File: config.mk
export PLATFORM = sky130hd
export DESIGN_NAME = quad_mixer
export DESIGN_NICKNAME = d
export VERILOG_FILES = /design/src/rtl/quad_mixer_pkg.sv /design/src/rtl/mix_in_stage.sv /design/src/rtl/mix_mul_lane.sv /design/src/rtl/mix_round_sat.sv /design/src/rtl/quad_mixer.sv
export SDC_FILE = /design/constraint.sdc
export NUM_CORES = 2
export LEC_CHECK = 0
export BUFFER_PORTS_ARGS = -buffer_cell sky130_fd_sc_hd__buf_2
export CAP_MARGIN = 0
export CORE_MARGIN = 10
export CORE_UTILIZATION = 33
export DETAILED_ROUTE_END_ITERATION = 6
export PLACE_DENSITY = 0.45
export SYNTH_ARGS = -nofsm -noshare
export SYNTH_HDL_FRONTEND = slang
export SYNTH_HIERARCHICAL = 1
export SYNTH_SLANG_ARGS = --single-unit
File: constraint.sdc
create_clock -name clk_i -period 14.51 [get_ports clk_i]
set_input_delay 2.902 -clock clk_i [delete_from_list [all_inputs] [get_ports clk_i]]
set_output_delay 2.902 -clock clk_i [all_outputs]
set_load 0.03 [all_outputs]
File: src/rtl/quad_mixer_pkg.sv
package quad_mixer_pkg;
  typedef enum logic {LANE_I = 1'b0, LANE_Q = 1'b1} lane_e;
  localparam int unsigned NUM_LANES = 2;
  localparam int unsigned PIPE_DEPTH = 3;
endpackage

File: src/rtl/mix_in_stage.sv
module mix_in_stage #(
  parameter int unsigned DATA_W = 16,
  parameter int unsigned LO_W   = 16
) (
  input  logic                     clk_i,
  input  logic                     rst_ni,
  input  logic                     valid_i,
  input  logic signed [DATA_W-1:0] sample_i,
  input  logic signed [LO_W-1:0]   cos_i,
  input  logic signed [LO_W-1:0]   sin_i,
  output logic                     valid_o,
  output logic signed [DATA_W-1:0] sample_o,
  output logic signed [LO_W-1:0]   cos_o,
  output logic signed [LO_W-1:0]   sin_o
);
  always_ff @(posedge clk_i or negedge rst_ni) begin
    if (!rst_ni) begin
      valid_o  <= 1'b0;
      sample_o <= '0;
      cos_o    <= '0;
      sin_o    <= '0;
    end else begin
      valid_o <= valid_i;
      // load only on valid so idle cycles do not toggle the multipliers
      if (valid_i) begin
        sample_o <= sample_i;
        cos_o    <= cos_i;
        sin_o    <= sin_i;
      end
    end
  end
endmodule

File: src/rtl/mix_mul_lane.sv
module mix_mul_lane #(
  parameter int unsigned DATA_W = 16,
  parameter int unsigned LO_W   = 16,
  localparam int unsigned PW    = DATA_W + LO_W
) (
  input  logic                     clk_i,
  input  logic                     rst_ni,
  input  logic                     en_i,
  input  logic signed [DATA_W-1:0] a_i,
  input  logic signed [LO_W-1:0]   b_i,
  output logic signed [PW-1:0]     prod_o
);
  logic signed [PW-1:0] prod_d;

  always_comb prod_d = PW'(a_i) * PW'(b_i);

  always_ff @(posedge clk_i or negedge rst_ni) begin
    if (!rst_ni)   prod_o <= '0;
    else if (en_i) prod_o <= prod_d;
  end
endmodule

File: src/rtl/mix_round_sat.sv
module mix_round_sat #(
  parameter int unsigned IN_W  = 32,
  parameter int unsigned SHIFT = 15,
  parameter int unsigned OUT_W = 16,
  localparam int unsigned KW   = IN_W - SHIFT
) (
  input  logic signed [IN_W-1:0]  prod_i,
  output logic signed [OUT_W-1:0] res_o
);
  localparam logic [SHIFT-1:0] HALF = SHIFT'(1) << (SHIFT - 1);
  localparam logic signed [KW:0] MAX_X = (KW+1)'((2 ** (OUT_W - 1)) - 1);
  localparam logic signed [KW:0] MIN_X = ~MAX_X;

  logic signed [KW-1:0] kept;
  logic [SHIFT-1:0]     frac;
  logic                 round_up;
  logic signed [KW:0]   sum;

  always_comb begin
    kept     = prod_i[IN_W-1:SHIFT];
    frac     = prod_i[SHIFT-1:0];
    // tie goes up only when the kept part is odd: ends even
    round_up = (frac > HALF) || ((frac == HALF) && kept[0]);
    sum      = {kept[KW-1], kept} + (KW+1)'(round_up);
    if (sum > MAX_X)      res_o = MAX_X[OUT_W-1:0];
    else if (sum < MIN_X) res_o = MIN_X[OUT_W-1:0];
    else                  res_o = sum[OUT_W-1:0];
  end
endmodule

File: src/rtl/quad_mixer.sv
module quad_mixer #(
  parameter int unsigned DATA_W = 16,
  parameter int unsigned LO_W   = 16,
  parameter int unsigned OUT_W  = 16
) (
  input  logic                     clk_i,
  input  logic                     rst_ni,
  input  logic                     valid_i,
  input  logic signed [DATA_W-1:0] sample_i,
  input  logic signed [LO_W-1:0]   cos_i,
  input  logic signed [LO_W-1:0]   sin_i,
  output logic                     valid_o,
  output logic signed [OUT_W-1:0]  i_o,
  output logic signed [OUT_W-1:0]  q_o
);
  import quad_mixer_pkg::*;

  localparam int unsigned PW    = DATA_W + LO_W;
  // drop the redundant sign bit and the low fraction bits
  localparam int unsigned SHIFT = PW - OUT_W - 1;

  logic                     s1_valid;
  logic signed [DATA_W-1:0] s1_sample;
  logic signed [LO_W-1:0]   s1_lo [NUM_LANES];
  logic                     s2_valid;
  logic signed [PW-1:0]     s2_prod [NUM_LANES];
  logic signed [OUT_W-1:0]  s2_res  [NUM_LANES];
  logic signed [OUT_W-1:0]  s3_res  [NUM_LANES];

  mix_in_stage #(.DATA_W(DATA_W), .LO_W(LO_W)) i_in_stage (
    .clk_i    (clk_i),
    .rst_ni   (rst_ni),
    .valid_i  (valid_i),
    .sample_i (sample_i),
    .cos_i    (cos_i),
    .sin_i    (sin_i),
    .valid_o  (s1_valid),
    .sample_o (s1_sample),
    .cos_o    (s1_lo[LANE_I]),
    .sin_o    (s1_lo[LANE_Q])
  );

  always_ff @(posedge clk_i or negedge rst_ni) begin
    if (!rst_ni) begin
      s2_valid <= 1'b0;
      valid_o  <= 1'b0;
    end else begin
      s2_valid <= s1_valid;
      valid_o  <= s2_valid;
    end
  end

  for (genvar l = 0; l < NUM_LANES; l++) begin : g_lane
    mix_mul_lane #(.DATA_W(DATA_W), .LO_W(LO_W)) i_mul (
      .clk_i  (clk_i),
      .rst_ni (rst_ni),
      .en_i   (s1_valid),
      .a_i    (s1_sample),
      .b_i    (s1_lo[l]),
      .prod_o (s2_prod[l])
    );

    mix_round_sat #(.IN_W(PW), .SHIFT(SHIFT), .OUT_W(OUT_W)) i_round (
      .prod_i (s2_prod[l]),
      .res_o  (s2_res[l])
    );

    always_ff @(posedge clk_i or negedge rst_ni) begin
      if (!rst_ni)        s3_res[l] <= '0;
      else if (s2_valid)  s3_res[l] <= s2_res[l];
    end
  end

  assign i_o = s3_res[LANE_I];
  assign q_o = s3_res[LANE_Q];
endmodule

==> run metrics <==
Slew HR 26.64%; drt pass-1 iters 5; skew final 0.02503 ns; Core Area 80680 µm²; run status finished clean; final hold vios 0; number of flops mapped to enable cells by yosys 0; crit path to g_lane[0].i_mul/prod_o[31]; Die H 305.7 µm; H-Tree Depth 4; Setup Fix Bufs, Post-CTS 0; Max stage delay on crit path 0.77 ns; Detailed Route Iter0 Violations 764; drt total wl 72.11 mm; first-pass GRT wire length 119.7 mm; routed vias 18500; top-count cell post-synth inv_1; Slew Viols, Final 0; HPWL Detailed 57.41 mm; reg-to-reg endpoint g_lane[0].i_mul/prod_o[31]; Die X 305.7 µm; die area 93460 µm²; root buffer cell clkbuf_16; vias in the first global route 21190; I/O pin cnt 84; Post-synth ARST share 100.0%; CP Cell Sequence buf_4 -> nand2_1 -> fa_1 -> inv_1 -> fa_1 -> fa_1 -> fa_1 -> fa_1 -> inv_1 -> fa_1 -> inv_1 -> ha_1 -> and3_1 -> a31oi_1 -> or4b_1 -> o2111ai_2 -> o31ai_2 -> o311a_1 -> or3_1 -> a31oi_1; Cell Area, Synth 26940 µm²; Slowest cell on crit path dfrtp_1; f_max 139.8 MHz; final setup TNS 0 ns; CP max FO 17; worst slack, placed 7.309 ns; nets@finish 3535; gpl congestion 0.8312; Detail Route Antenna Nets 0; Setup violations, final 0; register bit total from synthesis 147; initial core utilization 33.39%; Startpoint Class flip-flop; CTS Buffer Depth 2; Top FF cell, synth dfrtp_1; leading area contributor after synthesis fa_1; CTS tree done; CTS resizes 0; FF-to-FF path depth 20; GRT Overall Usage 16.19%; initial antenna violation count 3; CTS clk-pin slew, worst paths 0.09 ns; Max-Cap Viols 0; largest net degree at the start of global routing 88; CTS Buf Count 17; unrepaired setup endpoints after global routing no; GR Overflow Total 0; reg2reg start i_in_stage/sample_o[8]; Hold-fix buffers, CTS 0; Hold Path Depth 1; Avg Cell Area, Syn 9.770 µm²; critical path data arrival time 7.57 ns; slack of the critical path 7.359 ns; share of layout cells above drive strength 1 10.83%; minimum clock period 7.151 ns; Via density 4.785; worst reg2reg setup slack 7.36 ns; Crit Path Category reg2reg; clock sinks 147; worst-margin pin slew 1.100 ns; Final Cell Area 29020 µm²; DRC viols 0; Req. time, crit path 14.93 ns; Cell Area, Placed 28450 µm²; syn_nets 3498; Ant. Diodes 0; Worst Setup SP i_in_stage/sample_o[8]; post-DR wirelength/cell 18.65 µm; Port Buf Inserts 83; post-synthesis cell count 2757; hold crit path type reg2reg; Worst Setup End Kind flip-flop; most frequent CP cell fa_1; number of fill cells 8284; Tcrit/Tclk final 49.28%; sequential area share after synthesis 13.66%; Area contributors post-synth fa_1, dfrtp_1, inv_1; area grow syn2layout 7.738%; Warnings, synthesis 6; synth unique cells 79; # rows 104; top-area cell type share of the netlist area 38.94%; Clock Latency Late Sink 0.49 ns; commonest cells in the synthesized netlist inv_1, fa_1, nand2_1
[final cells by class]
class	instances	area, µm²	area share (%)
Timing Repair Buffer	106	594.3	2.048
Inverter	641	2406	8.291
Tap cell	1060	1326	4.570
Sequential cell	147	3684	12.69
Clock buffer	18	429.2	1.479
Clock inverter	14	141.4	0.4872
Multi-Input combinational cell	1881	20440	70.43
[cells by family after synthesis]
logic type | after synthesis | share of synthesized area (%)
flip-flops | 147 | 13.66
AO/OA/AOI/OAI | 217 | 5.625
buffers and inverters | 729 | 10.46
AND/OR/NAND/NOR | 755 | 14.62
XOR/XNOR | 94 | 3.056
adder cells (fa/ha/maj) | 690 | 46.65
multiplexers | 125 | 5.932
[cell usage in the layout (no fill, tap or decap), drive strengths merged, types with 14 or more instances in the layout]
cell type | netlist | final
inv | 641 | 648
fa | 524 | 524
nand2 | 274 | 274
and2 | 249 | 249
ha | 166 | 166
dfrtp | 147 | 147
mux2 | 124 | 124
buf | 11 | 106
nor2 | 85 | 85
xnor2 | 78 | 78
a21oi | 68 | 68
o21ai | 38 | 38
nand3 | 31 | 31
nor3 | 24 | 24
a21o | 21 | 21
nor4 | 21 | 21
a211oi | 20 | 20
clkbuf | 77 | 18
xor2 | 16 | 16
nand4 | 14 | 14
[layer usage]
| metal | wire (µm) | global-route usage, % | share of wire (%) | vias to the layer above |
|---|---|---|---|---|
| li1 | - | - | - | 8461 |
| met1 | 30600 | 19.59 | 42 | 9705 |
| met2 | 38410 | 30.29 | 53 | 265 |
| met3 | 1788 | 1.493 | 2.5 | 72 |
| met4 | 1308 | 4.310 | 1.8 | 0 |
| met5 | 0 | 0 | 0 | - |
[flip-flops by register name, summed over array words and instances (netlist names)]
signal	count
valid_o	1
i_in_stage/cos_o	16
i_o	16
i_in_stage/valid_o	1
i_in_stage/sin_o	16
s2_valid	1
q_o	16
i_in_stage/sample_o	16
g_lane.i_mul/prod_o	64
[worst min-delay path by stage]
| stage | start | endpoint | slack, ns |
|---|---|---|---|
| global placement | g_lane[1].i_mul/prod_o[7] | g_lane[1].i_mul/prod_o[7] | 0.47 |
| detailed placement | g_lane[1].i_mul/prod_o[7] | g_lane[1].i_mul/prod_o[7] | 0.47 |
| CTS | g_lane[1].i_mul/prod_o[7] | g_lane[1].i_mul/prod_o[7] | 0.49 |
| finish | g_lane[1].i_mul/prod_o[7] | g_lane[1].i_mul/prod_o[7] | 0.48 |
| floorplan | s2_valid | valid_o | 0.37 |
| global route | g_lane[1].i_mul/prod_o[7] | g_lane[1].i_mul/prod_o[7] | 0.51 |
[per-stage QoR]
stage               hold WS (ns)  std cells  utilization [%]
global route              0.5129       3867            35.97
CTS                       0.4884       3867            35.97
global placement          0.4723       3835            35.27
floorplan                 0.3745       2757                -
detailed placement        0.4731       3835            35.27
finish                    0.4818       3867            35.97
[critical path: cells and delay by family, from the launching register on]
family,cells,cell delay [ns]
simple gates,4,1.09
fa+ha+maj,7,3.55
buf+inv,4,0.52
flops,1,0.77
compound gates,5,1.14
Power is left out: the tool's default activity adds up to more than one toggle a clock period on the data nets, which glitch-free logic cannot reach.
